### config.mk
export PLATFORM = sky130hd
export DESIGN_NAME = vcmp_pred_gen
export DESIGN_NICKNAME = d
export VERILOG_FILES = /design/src/rtl/vcmp_pkg.sv /design/src/rtl/vcmp_compare.sv /design/src/rtl/vcmp_elem_addr.sv /design/src/rtl/vcmp_pred_gen.sv
export SDC_FILE = /design/constraint.sdc
export NUM_CORES = 1
export LEC_CHECK = 0
export CORE_MARGIN = 2
export CORE_UTILIZATION = 50
export CTS_BUF_LIST = sky130_fd_sc_hd__clkbuf_8
export CTS_CLUSTER_SIZE = 24
export DETAILED_ROUTE_END_ITERATION = 7
export DONT_BUFFER_PORTS = 1
export MAX_ROUTING_LAYER = met4
export PLACE_DENSITY = 0.65
export REMOVE_ABC_BUFFERS = 1
export SKIP_LAST_GASP = 1
export SLEW_MARGIN = 20
export SYNTH_ARGS = -nofsm -noshare
export SYNTH_HDL_FRONTEND = slang
export SYNTH_SLANG_ARGS = --single-unit
### constraint.sdc
create_clock -name clk -period 8.22 [get_ports clk]
set_input_delay 1.233 -clock clk [delete_from_list [all_inputs] [get_ports clk]]
set_output_delay 1.233 -clock clk [all_outputs]
set_load 0.005 [all_outputs]
### src/rtl/vcmp_pkg.sv
package vcmp_pkg;
    typedef enum logic [2:0] {
        CMP_EQ  = 3'd0,
        CMP_NE  = 3'd1,
        CMP_LT  = 3'd2,
        CMP_GE  = 3'd3,
        CMP_LTU = 3'd4,
        CMP_GEU = 3'd5,
        CMP_RS6 = 3'd6,
        CMP_RS7 = 3'd7
    } cmp_op_e;

    typedef enum logic [2:0] {
        S_IDLE,
        S_LOOP,
        S_SCALAR,
        S_WRITE,
        S_DONE
    } vstate_e;
endpackage

### src/rtl/vcmp_compare.sv
module vcmp_compare
    import vcmp_pkg::*;
#(
    parameter int XLEN = 32
) (
    input  logic [XLEN-1:0] lhs,
    input  logic [XLEN-1:0] rhs,
    input  logic [2:0]      op,
    output logic            hit
);
    always_comb begin
        unique case (cmp_op_e'(op))
            CMP_EQ:  hit = (lhs == rhs);
            CMP_NE:  hit = (lhs != rhs);
            CMP_LT:  hit = ($signed(lhs) <  $signed(rhs));
            CMP_GE:  hit = ($signed(lhs) >= $signed(rhs));
            CMP_LTU: hit = (lhs <  rhs);
            CMP_GEU: hit = (lhs >= rhs);
            default: hit = 1'b0;
        endcase
    end
endmodule

### src/rtl/vcmp_elem_addr.sv
module vcmp_elem_addr #(
    parameter int AW = 5,
    parameter int IW = 6
) (
    input  logic [AW-1:0] base,
    input  logic          is_vec,
    input  logic [IW-1:0] idx,
    output logic [AW-1:0] addr
);
    localparam int SW = (AW > IW) ? AW : IW;
    logic [SW-1:0] sum;

    always_comb begin
        sum  = SW'(base) + SW'(idx);
        addr = is_vec ? sum[AW-1:0] : base;
    end
endmodule

### src/rtl/vcmp_pred_gen.sv
module vcmp_pred_gen
    import vcmp_pkg::*;
#(
    parameter int XLEN = 32,
    parameter int NREG = 32,
    localparam int AW  = $clog2(NREG),
    localparam int LW  = $clog2(XLEN + 1)
) (
    input  logic            clk,
    input  logic            rst_n,
    input  logic            start,
    input  logic [AW-1:0]   src_a,
    input  logic [AW-1:0]   src_b,
    input  logic [LW-1:0]   len_a,
    input  logic [LW-1:0]   len_b,
    input  logic [AW-1:0]   pdst,
    input  logic [LW-1:0]   vl,
    input  logic [2:0]      cmp_op,
    output logic            busy,
    output logic [AW-1:0]   rf_raddr_a,
    input  logic [XLEN-1:0] rf_rdata_a,
    output logic [AW-1:0]   rf_raddr_b,
    input  logic [XLEN-1:0] rf_rdata_b,
    output logic            rf_we,
    output logic [AW-1:0]   rf_waddr,
    output logic [XLEN-1:0] rf_wdata,
    output logic            done,
    output logic            br_valid,
    output logic            br_taken
);
    vstate_e         state_q, state_d;
    logic [LW-1:0]   idx_q, last_q;
    logic [AW-1:0]   base_a_q, base_b_q, pdst_q;
    logic            vec_a_q, vec_b_q;
    logic [2:0]      op_q;
    logic [XLEN-1:0] bits_q;
    logic [LW-1:0]   vl_eff;
    logic            hit;
    logic            cmd_vec_a, cmd_vec_b;

    assign vl_eff    = (vl > LW'(XLEN)) ? LW'(XLEN) : vl;
    assign cmd_vec_a = (len_a > LW'(1));
    assign cmd_vec_b = (len_b > LW'(1));

    vcmp_elem_addr #(.AW(AW), .IW(LW)) u_addr_a (
        .base(base_a_q), .is_vec(vec_a_q), .idx(idx_q), .addr(rf_raddr_a)
    );
    vcmp_elem_addr #(.AW(AW), .IW(LW)) u_addr_b (
        .base(base_b_q), .is_vec(vec_b_q), .idx(idx_q), .addr(rf_raddr_b)
    );
    vcmp_compare #(.XLEN(XLEN)) u_cmp (
        .lhs(rf_rdata_a), .rhs(rf_rdata_b), .op(op_q), .hit(hit)
    );

    // next-state logic
    always_comb begin
        state_d = state_q;
        unique case (state_q)
            S_IDLE: begin
                if (start) begin
                    if (!cmd_vec_a && !cmd_vec_b) state_d = S_SCALAR;
                    else if (vl_eff == '0)        state_d = S_WRITE;
                    else                          state_d = S_LOOP;
                end
            end
            S_LOOP:   state_d = (idx_q == last_q) ? S_WRITE : S_LOOP;
            S_SCALAR: state_d = S_IDLE;
            S_WRITE:  state_d = S_DONE;
            S_DONE:   state_d = S_IDLE;
            default:  state_d = S_IDLE;
        endcase
    end

    // state register
    always_ff @(posedge clk) begin
        if (!rst_n) state_q <= S_IDLE;
        else        state_q <= state_d;
    end

    // command and bitfield registers
    always_ff @(posedge clk) begin
        if (!rst_n) begin
            idx_q    <= '0;
            last_q   <= '0;
            base_a_q <= '0;
            base_b_q <= '0;
            pdst_q   <= '0;
            vec_a_q  <= 1'b0;
            vec_b_q  <= 1'b0;
            op_q     <= '0;
            bits_q   <= '0;
        end else if (state_q == S_IDLE && start) begin
            idx_q    <= '0;
            last_q   <= vl_eff - LW'(1);
            base_a_q <= src_a;
            base_b_q <= src_b;
            pdst_q   <= pdst;
            vec_a_q  <= cmd_vec_a;
            vec_b_q  <= cmd_vec_b;
            op_q     <= cmp_op;
            bits_q   <= '0;
        end else if (state_q == S_LOOP) begin
            bits_q <= bits_q | (XLEN'(hit) << idx_q);
            if (idx_q != last_q) idx_q <= idx_q + LW'(1);
        end
    end

    // outputs
    always_comb begin
        busy     = (state_q != S_IDLE);
        rf_we    = (state_q == S_WRITE);
        rf_waddr = pdst_q;
        rf_wdata = bits_q;
        done     = (state_q == S_DONE);
        br_valid = (state_q == S_SCALAR);
        br_taken = (state_q == S_SCALAR) && hit;
    end
endmodule

# Word level (Yosys, flattened, before mapping)
# Cells that the tools add are included.
# classes
order_cmp	7
shift	1
addsub	4
multipliers	0
n_bitwise	2
reduce_logical	11
div	0
eq_ne	14
mux	9
# op_table
cell	count
32-bit >= comparator	2
32-bit < comparator	2
32-bit == test	1
32-bit inequality test	1
32-bit OR	1
1-bit by 6-bit << shifter with 32-bit output	1
3-bit by 2-bit == test with 1-bit output (second input constant)	4
6-bit by 1-bit > comparator with 1-bit output (second input constant)	2
5-bit adder	2
5-bit 2-to-1 mux	2
3-bit == test (second input constant)	3
3-bit one-hot mux with 3 select lines	1
6-bit by 1-bit adder with 6-bit output (second input constant)	1
3-bit by 1-bit == test with 1-bit output (second input constant)	2
6-bit == test	1
6-bit > comparator (second input constant)	1
3-bit zero test	2
6-bit zero test	1
2-bit 2-to-1 mux	3
6-bit 2-to-1 mux	1
6-bit inequality test	1
1-bit one-hot mux with 6 select lines	1
6-bit by 1-bit subtractor with 6-bit output (second input constant)	1
1-bit logical AND	3
other kinds (7)	8
# word_totals
input_bits	103
ram_bits	0
latch_bits	0
ff_bits	67
elab_cells	58
mem_bits_ro	0
mem_count	0

# Depth between registers and ports, before layout
# Gate-level depths: netlist of the first run.
# logic_depth
word_depth	7
depth_mapped	10
mapped_depth_nobuf	9

# By module
# Synthesis of the first run repeated with hierarchy kept, for this count alone.
# unflattened
hier_cells	507
area_unflattened_um2	4167.7
# by_module_without_submodules
mod	area_per_inst_um2	cells_each	instances	seq_area_each_um2
vcmp_pred_gen	2743.9	319	1	1341.3
vcmp_compare	910.9	126	1	0.0
vcmp_elem_addr	256.5	31	2	0.0

# Worst setup path after synthesis of the first run
# Ideal clock, no wire load.
# synth_timing
path_kind	in2out
start	input port rf_rdata_b[31]
end	output port br_taken
path_buffers	1
arrival_time_ns	3.206
slack_ns	3.781
stages	10
path_cell_list	inv_1 ha_1 nand4_2 nor4_4 nand2_1 o21ai_1 a211oi_1 mux2_4 buf_12 nor3b_2
# synth_via
elab_chain_len	3
word_cells_on_any_way	8
cone_classes	order compare (4); eq/ne (2); mux (1); reduce/logical (1)
# synth_lines
item	line	rtl
start: declaration	vcmp_pred_gen.sv:23	input logic [XLEN-1:0] rf_rdata_b,
32-bit >= comparator (tied with other cells)	vcmp_compare.sv:18	CMP_GEU: hit = (lhs >= rhs);
1-bit one-hot mux with 6 select lines *	vcmp_compare.sv:12	unique case (cmp_op_e'(op))
1-bit logical AND *	vcmp_pred_gen.sv:116	br_taken = (state_q == S_SCALAR) && hit;
end: declaration	vcmp_pred_gen.sv:29	output logic br_taken
# Mark *: on every way between the ends. The rest lies on a longest branch, timed or not.

# Worst setup path after layout of the first run
# Same ends and word-level chain as after synthesis.

==> summary.txt, run 1 <==
Status
  • Result of the run: complete, no violations

Synthesis
  • Cells taking the most area after synthesis: sky130_fd_sc_hd__dfxtp_1 (32%), sky130_fd_sc_hd__ha_1 (13%), sky130_fd_sc_hd__nand2_1 (11%)
  • Synth Register Bits: between 60 and 70
  • Number of flops mapped to enable cells by yosys: 0
  • Proportion of register bits with asynchronous set or reset after synthesis: 0
  • Most used flip-flop cell after synthesis: sky130_fd_sc_hd__dfxtp_1
  • Sequential-to-total area share from yosys stat: 0.3160
  • Synth cell types: between 40 and 50
  • Post-Syn Area per Cell: about 8.1 um2
  • Number of synthesis warnings: 0
  • Post-synth top area share: 0.3160
  • Area of the mapped netlist: approximately 0.0042 mm2
  • Most area-hungry cell type in the Yosys netlist: sky130_fd_sc_hd__dfxtp_1
  • Synthesized netlist cell count: 527
  • List of most frequent post-synthesis cells: sky130_fd_sc_hd__nand2_1 (130), sky130_fd_sc_hd__dfxtp_1 (67), sky130_fd_sc_hd__inv_1 (45), sky130_fd_sc_hd__ha_1 (43), sky130_fd_sc_hd__o21ai_2 (29)
  • Leading cell type by number of instances after synthesis: sky130_fd_sc_hd__nand2_1

Clock tree
  • CTS resizes: 0
  • Number of clock buffers inserted by TritonCTS: 9
  • Clock sink count: between 60 and 70
  • Register clock-pin slew on the reported worst setup and hold paths: around 0.08 ns
  • Level count of the clock H-tree: 3
  • Clock root buffer master: sky130_fd_sc_hd__clkbuf_8
  • TritonCTS clock tree: yes
  • Post CTS Setup Buffer Count: 0
  • Number of buffers inserted for hold repair after clock tree synthesis: 0
  • Clock latency on the worst-skew pair: around 0.34 ns
  • Max Root-Sink Buffers: 2

Placement
  • Post-detailed-placement half-perimeter wirelength: roughly 6800 um
  • Placed Area: ~0.0042 mm2
  • Final Wtd Congestion: about 0.8
  • I/O Buffers: 0

STA
  • Share of the cycle needed by the critical path after routing: 0.5911
  • Count of final max-slew check failures: 0
  • Setup violation total in the final timing report: 0
  • Setup skew after layout: roughly 0.0084 ns
  • Total negative slack: 0 ns
  • Worst Tran Pin Value: between 1 and 1.5 ns
  • Clock period minus worst slack: about 5 ns
  • Highest attainable clock frequency: slightly above 200 MHz
  • Hold violation count in the final report: 0
  • RSZ-0062 raised after global routing: false
  • Max_slew headroom: 0.2777

Routing
  • Number of search-and-repair iterations in the first detailed-routing pass: 4
  • Vias after detailed routing: approximately 3,400
  • Detail-routed via count per cell: 5.505
  • Met3 Routed Length: about 790 um
  • Routed Antenna Nets: 0
  • WL per Instance: between 10 and 15 um
  • Number of DRC violations after detailed-routing iteration 0: between 150 and 200
  • DRC viols: 0
  • Topmost layer with routed signal wires: met4
  • Length of routed met2 wiring: ~4200 um
  • Post-Route WL: between 9000 and 10,000 um
  • Met1 routed wirelength after detailed routing: between 3000 and 4000 um

Layout
  • Antenna diode count: 0
  • Area of all placed cells without fillers: about 0.0044 mm2
  • Share of cells above drive strength 1: 0.1195
  • Total number of nets in the final design: between 600 and 700
  • Total of fill cells in the finished design: 804
  • Area growth, synth to finish: 4.334%

Global route
  • First-pass GRT wire length: 14,320 um
  • Antenna violations before repair: 0
  • Global routing usage summed across all routing layers: 0.2021
  • Number of global-route vias before repair: 3,148
  • Maximum number of pins on one net before global-route repair: 34
  • Total overflow reported by the global router: 0

Worst setup path
  • Critical path cell sequence: inv_1 -> ha_1 -> nand4_2 -> nor4_4 -> a21oi_2 -> or4b_1 -> a21oi_1 -> mux2_4 -> nor3b_2
  • Worst-path cell with the longest stage delay: sky130_fd_sc_hd__mux2_4
  • Largest driver fanout on the critical path: 33
  • Family with the most delay on the worst path: simple AND/OR/NAND/NOR gates
  • Type of the worst setup path: in -> out
  • Required time reported for the critical path endpoint: around 7 ns
  • Biggest cell delay along the critical path: around 0.53 ns
  • Critical path capture point type: output pin
  • Kind of start point of the critical path: input pin
  • Worst Path Buf+Inv: 1
  • Arrival time at the worst endpoint: between 3 and 4 ns

Floorplan
  • Die X-Extent: a little under 100 um
  • Number of I/O pins: 155
  • Placeable Area: 0.008217 mm2
  • Number of placement rows: 33
  • Die H: between 90 and 100 um
  • Die area: about 0.0092 mm2
  • Initial Util: 0.5165

Run
  • Max Cap Violations: 0

Power
  • Lkg Pwr: slightly below 0.002 uW
  • Cell Pwr Density: 166.9 mW/mm2
  • Peak ir drop on the vdd network: ~0.12 mV

Worst hold path
  • Worst hold-check path type: reg -> reg
[metal layers]
layer | vias up | track usage
li1 | 1753 | -
met4 | 0 | 0.03929
met5 | - | -
met1 | 1556 | 0.2410
met3 | 6 | 0.06891
met2 | 120 | 0.3328
[power by group]
part	switching (uW)	internal, uW	leakage [uW]
Sequential	13.4	336	0.000544
Clock	131	139	0.0000950
Combinational	74.7	44.7	0.00129
[kinds of logic after synthesis]
group | share of synthesized area
muxes | 0.02417
AOI/OAI and AO/OA | 0.1695
DFF | 0.3160
and+or+nand+nor | 0.2356
adders and majority gates | 0.1362
xor gates and xnor gates | 0.04334
buffers and inverters | 0.07518
[final cells by class]
type                            instances  area (um2)  area share
Clock inverter                          7       68.82     0.01554
Inverter                               45       168.9     0.03815
Clock buffer                            9       123.9     0.02797
Sequential cell                        67        1341      0.3029
Tap cell                              105       131.4     0.02967
Multi-Input combinational cell        391        2594      0.5858
[registers in the layout (all words and copies together), names as in the netlist]
name      cells
rf_waddr      5
base_a_q      5
vec_a_q       1
op_q          3
last_q        6
base_b_q      5
vec_b_q       1
state_q       3
rf_wdata     32
idx_q         6
[worst reg2reg max path: stages (launching register included)]
cell	delay (ns)
sky130_fd_sc_hd__dfxtp_1	0.42
sky130_fd_sc_hd__nor3_1	0.10
sky130_fd_sc_hd__nand2_1	0.62
sky130_fd_sc_hd__and2_1	0.95
sky130_fd_sc_hd__nand2_1	0.18
sky130_fd_sc_hd__o21ai_2	0.09
[worst paths after layout]
path / from / endpoint / slack, ns / cells after the start
setup / recovery: rf_rdata_b[31] / br_taken / 3.36 / 9
hold / removal: rf_wdata[31]$_SDFFE_PP0P_ / rf_wdata[31]$_SDFFE_PP0P_ / 0.47 / 2
setup reg to reg: state_q[0]$_SDFFE_PN0P_ / rf_wdata[12]$_SDFFE_PP0P_ / 5.80 / 5
hold reg to reg: rf_wdata[31]$_SDFFE_PP0P_ / rf_wdata[31]$_SDFFE_PP0P_ / 0.47 / 2
[layout by cell type (no fill, tap or decap), types with 6 or more instances in the layout]
cell type and n:
sky130_fd_sc_hd__ha_1 43, sky130_fd_sc_hd__xor2_1 9, sky130_fd_sc_hd__inv_1 45, sky130_fd_sc_hd__a21boi_0 19, sky130_fd_sc_hd__a21oi_1 22, sky130_fd_sc_hd__nor2_1 28, sky130_fd_sc_hd__nand2_1 130, sky130_fd_sc_hd__dfxtp_1 67
sky130_fd_sc_hd__o21ai_0 9, sky130_fd_sc_hd__nand4_1 9, sky130_fd_sc_hd__xnor2_1 12, sky130_fd_sc_hd__mux2_2 6, sky130_fd_sc_hd__o21ai_2 29, sky130_fd_sc_hd__nand3_1 8, sky130_fd_sc_hd__nor3_1 9, sky130_fd_sc_hd__clkbuf_8 9
[per-stage QoR]
step / total power (uW) / instances / hold WS, ns / util / worst slack [ns]
6_report: 738.9 / 624 / 0.4723 / 0.5389 / 3.361
5_1_grt: 776.8 / 624 / 0.4961 / 0.5389 / 3.165
4_1_cts: 746.2 / 624 / 0.4770 / 0.5377 / 3.351
3_5_place_dp: 476.9 / 608 / 0.4663 / 0.5142 / 3.354
3_3_place_gp: 472.3 / 608 / 0.4647 / 0.5142 / 3.393
2_1_floorplan: 449.2 / 503 / 0.4487 / - / 3.635
Power figures use the tool's default switching activity.
==> inputs of run 2 (changes only) <==
- ABC_AREA: not set -> 1
- PLACE_DENSITY: 0.65 -> 0.68
- clock period: 8.22 -> 4.2 ns (I/O delays scaled with it)
==> run 2 against run 1 <==
  * Sequential share of layout area up 0.11 points
  * Register-to-register slack worse by 4.1 ns
  * Wire length up 3.1%
  * Area after synthesis down 3.0%
  * Clock skew up 0.0049 ns
  * Setup slack worse by 2.3 ns
  * Final area down 0.37%
  * Utilization up 0.62 points
  * Critical path type unchanged
==> summary.txt, run 2 <==
Power
  • Clk pwr share: 0.376 (+0.011)
  • Relative contribution of combinational cells to total power: 0.164 (+0.002)
  • Fraction of power consumed by sequential logic: 0.461 (-0.012)
  • Lkg Pwr: 0.002065 uW (+7.3%)
  • Peak ir drop on the vdd network: 0.1859 mV (+56%)
  • NetSw: 445.5 uW (+100%)
  • Internal Power: 1042 uW (+100%)
  • Power after layout: 1487 uW (+100%)
  • Switch share: 0.2995 (+0.002706)
  • Cell Pwr Density: 337.2 mW/mm2 (+100%)

Worst setup path
  • Type of the worst setup path: in -> out
  • Kind of start point of the critical path: input pin
  • Cell type with the highest occurrence count on the critical path: sky130_fd_sc_hd__nand2_1
  • Biggest cell delay along the critical path: 0.32 ns (-0.21 ns)
  • Critical path cell sequence: inv_1 -> ha_1 -> nand2_1 -> nor2_2 -> nand4_2 -> nor3_4 -> nand2_1 -> nand2_1 -> nand2_1 -> inv_1 -> nand2_1 -> nor2_1 -> nand3_2 -> and2_2
  • Critical path capture point type: output pin
  • Largest driver fanout on the critical path: 12 (-64%)
  • Worst-path cell with the longest stage delay: sky130_fd_sc_hd__ha_1
  • Arrival time at the worst endpoint: 2.56 ns (-1.07 ns)
  • Required time reported for the critical path endpoint: 3.57 ns (-3.42 ns)

Synthesis
  • Area of the mapped netlist: 0.004116 mm2 (-3.0%)
  • Most used flip-flop cell after synthesis: sky130_fd_sc_hd__dfxtp_1
  • List of most frequent post-synthesis cells: sky130_fd_sc_hd__inv_1 (103), sky130_fd_sc_hd__nand2_1 (103), sky130_fd_sc_hd__nor2_1 (79), sky130_fd_sc_hd__dfxtp_1 (67), sky130_fd_sc_hd__a21oi_1 (53)
  • Synthesized netlist cell count: 599 (+14%)
  • Sequential-to-total area share from yosys stat: 0.3258 (+0.009798)
  • Post-synth top area share: 0.3258 (+0.009798)
  • Number of synthesis warnings: 0 (unchanged)
  • Synth cell types: 32 (-32%)
  • Synth Register Bits: 67 (unchanged)
  • Proportion of register bits with asynchronous set or reset after synthesis: 0 (unchanged)
  • Cells taking the most area after synthesis: sky130_fd_sc_hd__dfxtp_1 (33%), sky130_fd_sc_hd__ha_1 (13%), sky130_fd_sc_hd__inv_1 (9.4%)
  • Most area-hungry cell type in the Yosys netlist: sky130_fd_sc_hd__dfxtp_1
  • Post-Syn Area per Cell: 6.872 um2 (-15%)
  • Number of flops mapped to enable cells by yosys: 0 (unchanged)

Layout
  • Area of all placed cells without fillers: 0.004412 mm2 (-0.37%)
  • Commonest non-fill, non-tap cells in the layout: sky130_fd_sc_hd__inv_1 (103), sky130_fd_sc_hd__nand2_1 (103), sky130_fd_sc_hd__nor2_1 (78)
  • Antenna diode count: 0 (unchanged)
  • Number of flip-flops in the largest register: 32 (unchanged)
  • Area growth, synth to finish: 7.173%
  • Count of non-filler cells in the finished layout: 708 (+13%)
  • Share of cells above drive strength 1: 0.04809 (-0.07137)
  • Total number of nets in the final design: 746 (+13%)
  • Total of fill cells in the finished design: 814 (+1.2%)

Floorplan
  • Initial Util: 0.5087 (-0.007864)
  • Die X-Extent: 94.74 um (-1.5%)
  • Placeable Area: 0.008093 mm2 (-1.5%)
  • Number of I/O pins: 155 (unchanged)
  • Die area: 0.008975 mm2 (-2.9%)
  • Number of placement rows: 33 (unchanged)
  • Die H: 94.74 um (-1.5%)

STA
  • Highest attainable clock frequency: about 310 MHz
  • Max_slew headroom: 0.5831 (+0.3054)
  • Share of the cycle needed by the critical path after routing: 0.7586
  • Setup slack of the critical path after layout: 1.014 ns (-2.348 ns)
  • Total negative slack: 0 ns (unchanged)
  • Clock period minus worst slack: 3.186 ns
  • Setup violation total in the final timing report: 0 (unchanged)
  • Count of final max-slew check failures: 0 (unchanged)
  • RSZ-0062 raised after global routing: false
  • Hold violation count in the final report: 0 (unchanged)
  • Worst Tran Pin Value: 0.6220 ns (-0.4532 ns)
  • Setup skew after layout: 0.01330 ns (+0.004890 ns)

Clock tree
  • Post CTS Setup Buffer Count: 0 (unchanged)
  • Number of clock buffers inserted by TritonCTS: 9 (unchanged)
  • Clock root buffer master: sky130_fd_sc_hd__clkbuf_8
  • CTS resizes: 0 (unchanged)
  • Number of buffers inserted for hold repair after clock tree synthesis: 0 (unchanged)
  • Clock latency on the worst-skew pair: 0.34 ns (about the same)
  • Level count of the clock H-tree: 3 (unchanged)
  • TritonCTS clock tree: yes
  • Max Root-Sink Buffers: 2 (unchanged)
  • Register clock-pin slew on the reported worst setup and hold paths: 0.08 ns (about the same)
  • Clock sink count: 67 (unchanged)

Placement
  • Worst slack at placement: 0.9930 ns (-2.361 ns)
  • Post-detailed-placement half-perimeter wirelength: 7287 um (+7.2%)
  • Final Wtd Congestion: 0.8606 (+7.5%)
  • Placed Area: 0.004203 mm2 (-0.53%)
  • Placed Cells: 692 (+14%)
  • I/O Buffers: 0 (unchanged)

Worst hold path
  • Worst hold-check path type: in -> reg

Routing
  • Number of search-and-repair iterations in the first detailed-routing pass: 4 (unchanged)
  • Vias after detailed routing: 3,709 (+8.0%)
  • DRC viols: 0 (unchanged)
  • Post-Route WL: 9322 um (+3.1%)
  • Number of DRC violations after detailed-routing iteration 0: 110 (-33%)
  • Detail-routed via count per cell: 5.239 (-4.8%)
  • Routed Antenna Nets: 0 (unchanged)
  • WL per Instance: 13.17 um (-9.1%)

Global route
  • Total overflow reported by the global router: 0 (unchanged)
  • Antenna violations before repair: 0 (unchanged)
  • Number of global-route vias before repair: 3,527 (+12%)
  • First-pass GRT wire length: 15,030 um (+5.0%)
  • Maximum number of pins on one net before global-route repair: 39 (+15%)
  • Global routing usage summed across all routing layers: 0.2176 (+0.01552)

Run
  • Max Cap Violations: 0 (unchanged)

Status
  • Result of the run: complete, no violations
run 2: final cells by class:
class,count,area (um2),share of cell area
multi-input cells,411,2313,0.5244
repair buffers,2,15.01,0.003403
well taps,105,131.4,0.02978
inverters,107,401.6,0.09104
flip-flops and latches,67,1341,0.3040
clock buffers,10,137.6,0.03120
clock inverters,6,71.32,0.01617
run 2: worst max-delay path: cells and delay by family:
family	cells	cell delay, ns
simple gates	11	1.52
fa+ha+maj	1	0.32
buf+inv	2	0.07
run 2: per-layer routing:
layer  track usage  vias to the layer above  routed length, um
met1        0.2314                     1651               3899
met4       0.07126                        0                109
met2        0.3877                      122               4601
met5             -                        -                  0
met3       0.06225                       12                712
li1              -                     1924                  -
run 2: through the flow:
step	hold slack [ns]	utilization
after floorplan	0.4466	-
after global placement	0.4624	0.5193
after detailed placement	0.4641	0.5193
after CTS	0.4116	0.5451
after global routing	0.4150	0.5451
final	0.4258	0.5451
run 2: worst paths after layout:
check / start / endpoint / slack (ns) / cells past startpoint
setup / recovery: rf_rdata_b[31] / br_taken / 1.01 / 14
hold / removal: pdst[0] / rf_waddr[0]$_SDFFE_PN0P_ / 0.43 / 2
setup reg to reg: state_q[2]$_SDFFE_PN0P_ / idx_q[1]$_SDFFE_PP0P_ / 1.71 / 10
hold reg to reg: rf_wdata[7]$_SDFFE_PP0P_ / rf_wdata[7]$_SDFFE_PP0P_ / 0.47 / 2
run 2: cells by family after synthesis:
logic type / after synthesis / share of synthesized area
simple gates: 265 / 0.2878
fa+ha+maj: 45 / 0.1404
xor+xnor: 8 / 0.01702
flops: 67 / 0.3258
compound gates: 93 / 0.1161
buf+inv: 121 / 0.1128
run 2: power by group through the flow:
stage | logic [uW] | registers (uW) | clock network, uW
2_1_floorplan | 190 | 693 | 0
3_3_place_gp | 235 | 699 | 0
3_5_place_dp | 244 | 700 | 0
4_1_cts | 247 | 685 | 573
5_1_grt | 286 | 690 | 603
6_report | 244 | 685 | 559
